**config.mk**
```make
export PLATFORM = sky130hd
export DESIGN_NAME = rom_hop_pager
export DESIGN_NICKNAME = d
export VERILOG_FILES = /design/src/rtl/rom_hop_pkg.sv /design/src/rtl/pg_win_match.sv /design/src/rtl/pg_addr_dec.sv /design/src/rtl/pg_seq.sv /design/src/rtl/pg_select.sv /design/src/rtl/rom_hop_pager.sv
export SDC_FILE = /design/constraint.sdc
export NUM_CORES = 1
export LEC_CHECK = 0
export BUFFER_PORTS_ARGS = -buffer_cell sky130_fd_sc_hd__buf_2
export CAP_MARGIN = 20
export CORE_AREA = 2 2 39 41
export CTS_CLUSTER_DIAMETER = 120
export DETAILED_ROUTE_END_ITERATION = 16
export DIE_AREA = 0 0 41 43
export GPL_TIMING_DRIVEN = 0
export PLACE_DENSITY = 0.59
export SLEW_MARGIN = 30
export SYNTH_ARGS = -nofsm -noshare
export SYNTH_HDL_FRONTEND = slang
export SYNTH_SLANG_ARGS = --single-unit
```
**constraint.sdc**
```tcl
create_clock -name clk -period 1.1 [get_ports clk]
set_clock_uncertainty 0.1 [all_clocks]
set_input_delay 0.165 -clock clk [delete_from_list [all_inputs] [get_ports clk]]
set_output_delay 0.165 -clock clk [all_outputs]
set_load 0.005 [all_outputs]
```
**src/rtl/rom_hop_pkg.sv**
```systemverilog
package rom_hop_pkg;

    typedef enum logic [1:0] {
        PG_BOOT   = 2'd0,
        PG_MIRROR = 2'd1,
        PG_FINAL  = 2'd2
    } pg_state_e;

    typedef struct packed {
        pg_state_e state;
        logic      strb_seen;
        logic      probe_seen;
        logic      exec_seen;
    } pg_seq_t;

endpackage

```
**src/rtl/pg_win_match.sv**
```systemverilog
module pg_win_match #(
    parameter int               AW      = 20,
    parameter int               SPAN_AW = 15,
    parameter logic [AW-1:0]    BASE    = '0
) (
    input  logic [AW-1:0] addr,
    output logic          hit
);
    localparam logic [AW-1:0] SPAN_MASK = (AW)'((64'd1 << SPAN_AW) - 64'd1);
    localparam logic [AW-1:0] TAG_MASK  = ~SPAN_MASK;

    always_comb begin
        hit = (((addr ^ BASE) & TAG_MASK) == '0);
    end
endmodule

```
**src/rtl/pg_addr_dec.sv**
```systemverilog
module pg_addr_dec #(
    parameter int            AW         = 20,
    parameter int            ROM_AW     = 15,
    parameter logic [AW-1:0] PRIM_BASE  = 20'h10000,
    parameter logic [AW-1:0] MIR_BASE   = 20'hC0000,
    parameter logic [AW-1:0] PROBE_ADDR = 20'h0C000,
    parameter logic [AW-1:0] EXEC_ADDR  = 20'h10000
) (
    input  logic [AW-1:0] addr,
    output logic          prim_hit,
    output logic          mir_hit,
    output logic          probe_hit,
    output logic          exec_hit
);
    localparam int NWIN = 2;
    logic [NWIN-1:0] win_hit;

    for (genvar g = 0; g < NWIN; g++) begin : g_win
        pg_win_match #(
            .AW     (AW),
            .SPAN_AW(ROM_AW),
            .BASE   ((g == 0) ? PRIM_BASE : MIR_BASE)
        ) u_match (
            .addr(addr),
            .hit (win_hit[g])
        );
    end

    always_comb begin
        prim_hit  = win_hit[0];
        mir_hit   = win_hit[1];
        probe_hit = (addr == PROBE_ADDR);
        exec_hit  = (addr == EXEC_ADDR);
    end
endmodule

```
**src/rtl/pg_seq.sv**
```systemverilog
module pg_seq
    import rom_hop_pkg::*;
(
    input  logic      clk,
    input  logic      rst_n,
    input  logic      bus_as_n,
    input  logic      probe_rd,
    input  logic      exec_rd,
    output pg_state_e state_q
);
    pg_seq_t r_d, r_q;

    always_comb begin
        r_d = r_q;
        if (!bus_as_n) begin
            // strobe active: note what this cycle touched, mapping held
            r_d.strb_seen = 1'b1;
            if (probe_rd) r_d.probe_seen = 1'b1;
            if (exec_rd)  r_d.exec_seen  = 1'b1;
        end else if (r_q.strb_seen) begin
            // strobe just released: apply the pending change
            unique case (r_q.state)
                PG_BOOT:   if (r_q.probe_seen) r_d.state = PG_MIRROR;
                PG_MIRROR: if (r_q.exec_seen)  r_d.state = PG_FINAL;
                default:   r_d.state = r_q.state;
            endcase
            r_d.strb_seen  = 1'b0;
            r_d.probe_seen = 1'b0;
            r_d.exec_seen  = 1'b0;
        end
    end

    always_ff @(posedge clk) begin
        if (!rst_n) begin
            r_q <= '{state: PG_BOOT, strb_seen: 1'b0, probe_seen: 1'b0, exec_seen: 1'b0};
        end else begin
            r_q <= r_d;
        end
    end

    assign state_q = r_q.state;
endmodule

```
**src/rtl/pg_select.sv**
```systemverilog
module pg_select
    import rom_hop_pkg::*;
(
    input  logic      bus_as_n,
    input  logic      bus_rd,
    input  logic      prim_hit,
    input  logic      mir_hit,
    input  pg_state_e state,
    output logic      rom_cs,
    output logic      ram_cs
);
    logic act, mirror_on;

    always_comb begin
        act       = !bus_as_n;
        mirror_on = (state == PG_MIRROR);
        rom_cs    = act && bus_rd && (prim_hit || (mir_hit && mirror_on));
        ram_cs    = act && mir_hit && (!mirror_on || !bus_rd);
    end
endmodule

```
**src/rtl/rom_hop_pager.sv**
```systemverilog
module rom_hop_pager
    import rom_hop_pkg::*;
#(
    parameter int            AW         = 20,
    parameter int            ROM_AW     = 15,
    parameter logic [AW-1:0] PRIM_BASE  = 20'h10000,
    parameter logic [AW-1:0] MIR_BASE   = 20'hC0000,
    parameter logic [AW-1:0] PROBE_ADDR = 20'h0C000,
    parameter logic [AW-1:0] EXEC_ADDR  = 20'h10000
) (
    input  logic          clk,
    input  logic          rst_n,
    input  logic [AW-1:0] bus_addr,
    input  logic          bus_as_n,
    input  logic          bus_rd,
    output logic          rom_cs,
    output logic          ram_cs
);
    logic      prim_hit, mir_hit, probe_hit, exec_hit;
    logic      probe_rd, exec_rd;
    pg_state_e state_q;

    pg_addr_dec #(
        .AW        (AW),
        .ROM_AW    (ROM_AW),
        .PRIM_BASE (PRIM_BASE),
        .MIR_BASE  (MIR_BASE),
        .PROBE_ADDR(PROBE_ADDR),
        .EXEC_ADDR (EXEC_ADDR)
    ) u_dec (
        .addr     (bus_addr),
        .prim_hit (prim_hit),
        .mir_hit  (mir_hit),
        .probe_hit(probe_hit),
        .exec_hit (exec_hit)
    );

    always_comb begin
        probe_rd = probe_hit && bus_rd;
        exec_rd  = exec_hit && bus_rd;
    end

    pg_seq u_seq (
        .clk     (clk),
        .rst_n   (rst_n),
        .bus_as_n(bus_as_n),
        .probe_rd(probe_rd),
        .exec_rd (exec_rd),
        .state_q (state_q)
    );

    pg_select u_sel (
        .bus_as_n(bus_as_n),
        .bus_rd  (bus_rd),
        .prim_hit(prim_hit),
        .mir_hit (mir_hit),
        .state   (state_q),
        .rom_cs  (rom_cs),
        .ram_cs  (ram_cs)
    );
endmodule

```
==> run summary <==
The hold slack is 0.0758 ns. The total iterations of the first detailed-routing run is 3. The via count normalized by instance count came out at 4.43. The critical setup path kind is flip-flop to output pin. By area, the combinational part of the netlist is dominated by simple AND/OR/NAND/NOR gates.

The highest attainable clock frequency came out at 0.756 GHz. The most critical setup path has its startpoint at u_seq.state_q[1]. The setup slack at placement is -0.270 ns. The number of endpoints with negative hold slack in the final report came to 0.

Across the run, the number of max-cap violations was 0. The type of the tightest min-delay check is primary input to flip-flop. The share of the synthesized area in the top cell type is 32.4%. Clock-pin slew was measured on the worst setup and hold paths at 0.05 ns. STA classifies the critical path endpoint as an output pin. The placement-stage cell area came out at 454 um^2. The synthesized netlist cell count is 34. The DRC violation total after the first TritonRoute iteration came out at 4.

The core region is 1380 um^2. The fraction of layout instances using a drive strength above 1 came out at 60.9%. In the final routed layout, each cell accounts on average for 10.7 um. The number of failing setup endpoints in the final timing report is 2. The fraction of synthesized cell area in xor and xnor cells came out at 0%.

The full die area is 1760 um^2. The run finished, with violations left. The part of the Yosys area used for sequential elements is 32.4%. The starting density of the core is 22.3%. The cell area after synthesis is 309 um^2. Detailed placement finished with a half-perimeter wire length of 696 um. The finished cells cover 513 um^2. The critical path goes through inv_2 -> nand2_2 -> o21ai_1 -> and3b_2 -> buf_6. The delay of the slowest critical-path stage is 0.32 ns. The synthesis-to-finish area growth came out at 66.0%.

In this design, the largest share of critical-path delay is due to flip-flops. STA puts the critical path data required time at 0.83 ns. The clock sink total is 5.

The net count of the finished layout is 89. The largest net degree at the start of global routing is 9. The y dimension of the die came out at 43 um. The arrival time at the worst endpoint came out at 1.06 ns. The number of global-route vias before repair is 341.

The remaining design rule violation count is 0. The post-synthesis share of cell area spent on and, or, nand and nor gates came out at 48.6%. In this run the core area contains 14 standard-cell rows.

The final period demand of the worst path came out at 1.32 ns. In this run the remaining antenna-violating nets after routing total 0. The number of placed I/O pins is 26.

Counting the fill cells in the layout gives 153. Of all nets on the critical path, the largest fanout is 3. For this run the aggregate overflow at the end of global routing stands at 0. The cell at the root of the clock tree is sky130_fd_sc_hd__clkbuf_4. The buffering stage count on the worst path with inverters included is 2.

The aggregate routed wire length came out at 858 um. The checks that failed: setup timing. In this run the number of H-tree levels came out at 1.

The top cell type by total area after synthesis is sky130_fd_sc_hd__dfxtp_1. The adder-cell share of the synthesized area is 0%. The pin slew with the least headroom to its limit came out at 0.240 ns. Setup slack on the critical path of the routed design comes to -0.222 ns. The die extent in x is 41 um.

In this run the critical register-to-register path is launched from u_seq.state_q[1]. The global-route wire length before repair is 1.34 mm. The largest individual stage delay along the critical path comes from the cell sky130_fd_sc_hd__dfxtp_2. The clock buffer count from CTS is 3. Setup repair after global routing could not meet its margin everywhere. The clock reaches the later pin of the worst-skew pair after 0.24 ns. IR analysis of the VDD net gives a maximum drop of 0.000458 V. The count of warnings emitted by yosys is 0.

The start point of the worst hold path is rst_n. The multiplexer fraction of the synthesized cell area came out at 0%. The area taken by multi-input logic gates is 221 um^2. The leakage power figure is 0.230 nW.

The power density of the placed cells came out at 915 nW/um^2. Ranked by total cell area, the synthesized netlist is headed by sky130_fd_sc_hd__dfxtp_1, sky130_fd_sc_hd__nor4_4, sky130_fd_sc_hd__a21boi_0. In the finished design, the share of the clock period the worst path needs comes to 120%. The number of antenna violations at the first check in global routing is 0. The synthesized netlist devotes 17.8% of its cell area to compound gates.

The number of max-slew violations in the final report came out at 0. The setup total negative slack came out at -0.390 ns. The post-synthesis area per instance came out at 9.09 um^2. The TritonCTS clock tree is yes.

The footprint of the flip-flops and latches is 103 um^2. The net count after synthesis is 58. Global routing used 11.2% of the available tracks. Input and output buffers added on the ports amount to 25.

The maximum clock insertion buffer count is 2. The register bit count reported by yosys is 5. The number of different library cells used by synthesis comes to 22. The detailed router placed 354 vias in this run. At the end of routability-driven placement, the weighted congestion stood at 0.814. The relative slew slack came out at 83.9%.

STA classifies the critical path startpoint as a flip-flop. 0 antenna diodes ended up in the layout.
==> placed cells by master (no fill, tap or decap), types with 2 or more instances in the layout <==
cell / n
sky130_fd_sc_hd__nor4_2: 2
sky130_fd_sc_hd__a21boi_0: 2
sky130_fd_sc_hd__buf_2: 24
sky130_fd_sc_hd__nand3_1: 2
sky130_fd_sc_hd__dfxtp_2: 2
sky130_fd_sc_hd__clkbuf_4: 3
sky130_fd_sc_hd__nand4_1: 2
sky130_fd_sc_hd__nor2_1: 2
sky130_fd_sc_hd__dfxtp_1: 3
sky130_fd_sc_hd__nand2_1: 3
==> final cells by class <==
cell class	count	area share (%)
Clock buffer	4	5.12
Tap cell	16	3.90
Inverter	1	0.732
Timing Repair Buffer	26	27.1
Sequential cell	5	20.0
Multi-Input combinational cell	28	43.2
==> layer usage <==
layer	track usage [%]	up-vias	wire length, um
met2	16.6	8	444
met3	1.57	0	46
met4	8.00	0	0
li1	-	196	-
met1	14.1	150	368
met5	0	-	0
==> final timing paths <==
check | end | slack (ns) | cells past startpoint
worst min-delay path | u_seq.r_q[2] | 0.08 | 2
worst min register to register | u_seq.state_q[1] | 0.40 | 2
worst max-delay path | rom_cs | -0.22 | 5
worst max register to register | u_seq.state_q[0] | 0.04 | 4
==> report_power, final <==
part / total, mW / leakage, nW / internal [mW] / switching, mW
sequential: 0.186 / 0.0416 / 0.184 / 0.00180
combinational: 0.0751 / 0.174 / 0.0408 / 0.0343
clock: 0.209 / 0.0150 / 0.137 / 0.0718
==> sequential cells by signal, indices dropped and copies added, names as in the netlist <==
name,flops
u_seq.r_q,3
u_seq.state_q,2
==> Yosys cell counts <==
| master | instances |
|---|---|
| sky130_fd_sc_hd__nor4_1 | 2 |
| sky130_fd_sc_hd__nor4_4 | 1 |
| sky130_fd_sc_hd__nand4_1 | 2 |
| sky130_fd_sc_hd__nand4b_1 | 1 |
| sky130_fd_sc_hd__a311oi_1 | 1 |
| sky130_fd_sc_hd__nand3_1 | 2 |
| sky130_fd_sc_hd__o21ai_0 | 1 |
| sky130_fd_sc_hd__a21boi_0 | 2 |
| sky130_fd_sc_hd__nand2_1 | 4 |
| sky130_fd_sc_hd__and3_1 | 1 |
| sky130_fd_sc_hd__and3b_2 | 1 |
| sky130_fd_sc_hd__nor2_1 | 2 |
| sky130_fd_sc_hd__a41o_1 | 1 |
| sky130_fd_sc_hd__dfxtp_1 | 5 |
| sky130_fd_sc_hd__and2b_1 | 1 |
| sky130_fd_sc_hd__o21a_1 | 1 |
| sky130_fd_sc_hd__nor3_1 | 1 |
| sky130_fd_sc_hd__nor4_2 | 1 |
| sky130_fd_sc_hd__inv_1 | 1 |
| sky130_fd_sc_hd__and2_1 | 1 |
| sky130_fd_sc_hd__nor4b_2 | 1 |
| sky130_fd_sc_hd__o41ai_1 | 1 |
==> logic make-up (layout without fill, tap and decap cells) <==
| logic type | after synthesis | after routing |
|---|---|---|
| buf+inv | 1 | 31 |
| compound gates | 7 | 7 |
| simple gates | 21 | 21 |
| flops | 5 | 5 |
==> stage by stage <==
stage / instances / power (mW) / util [%]
3_3_place_gp: 75 / 0.260 / 32.8
2_1_floorplan: 34 / 0.204 / -
4_1_cts: 80 / 0.480 / 35.4
6_report: 80 / 0.470 / 37.1
3_5_place_dp: 75 / 0.261 / 32.8
5_1_grt: 80 / 0.500 / 37.1
==> what timing repair did <==
item | in CTS | in global routing
hold buffers | 0 | 0
gates resized for setup | 3 | 5
setup endpoints to repair | 3 | 4
pin swaps | 1 | 4
buffers inserted | 1 | 0
Note: power is estimated with default switching activity, not from simulation.
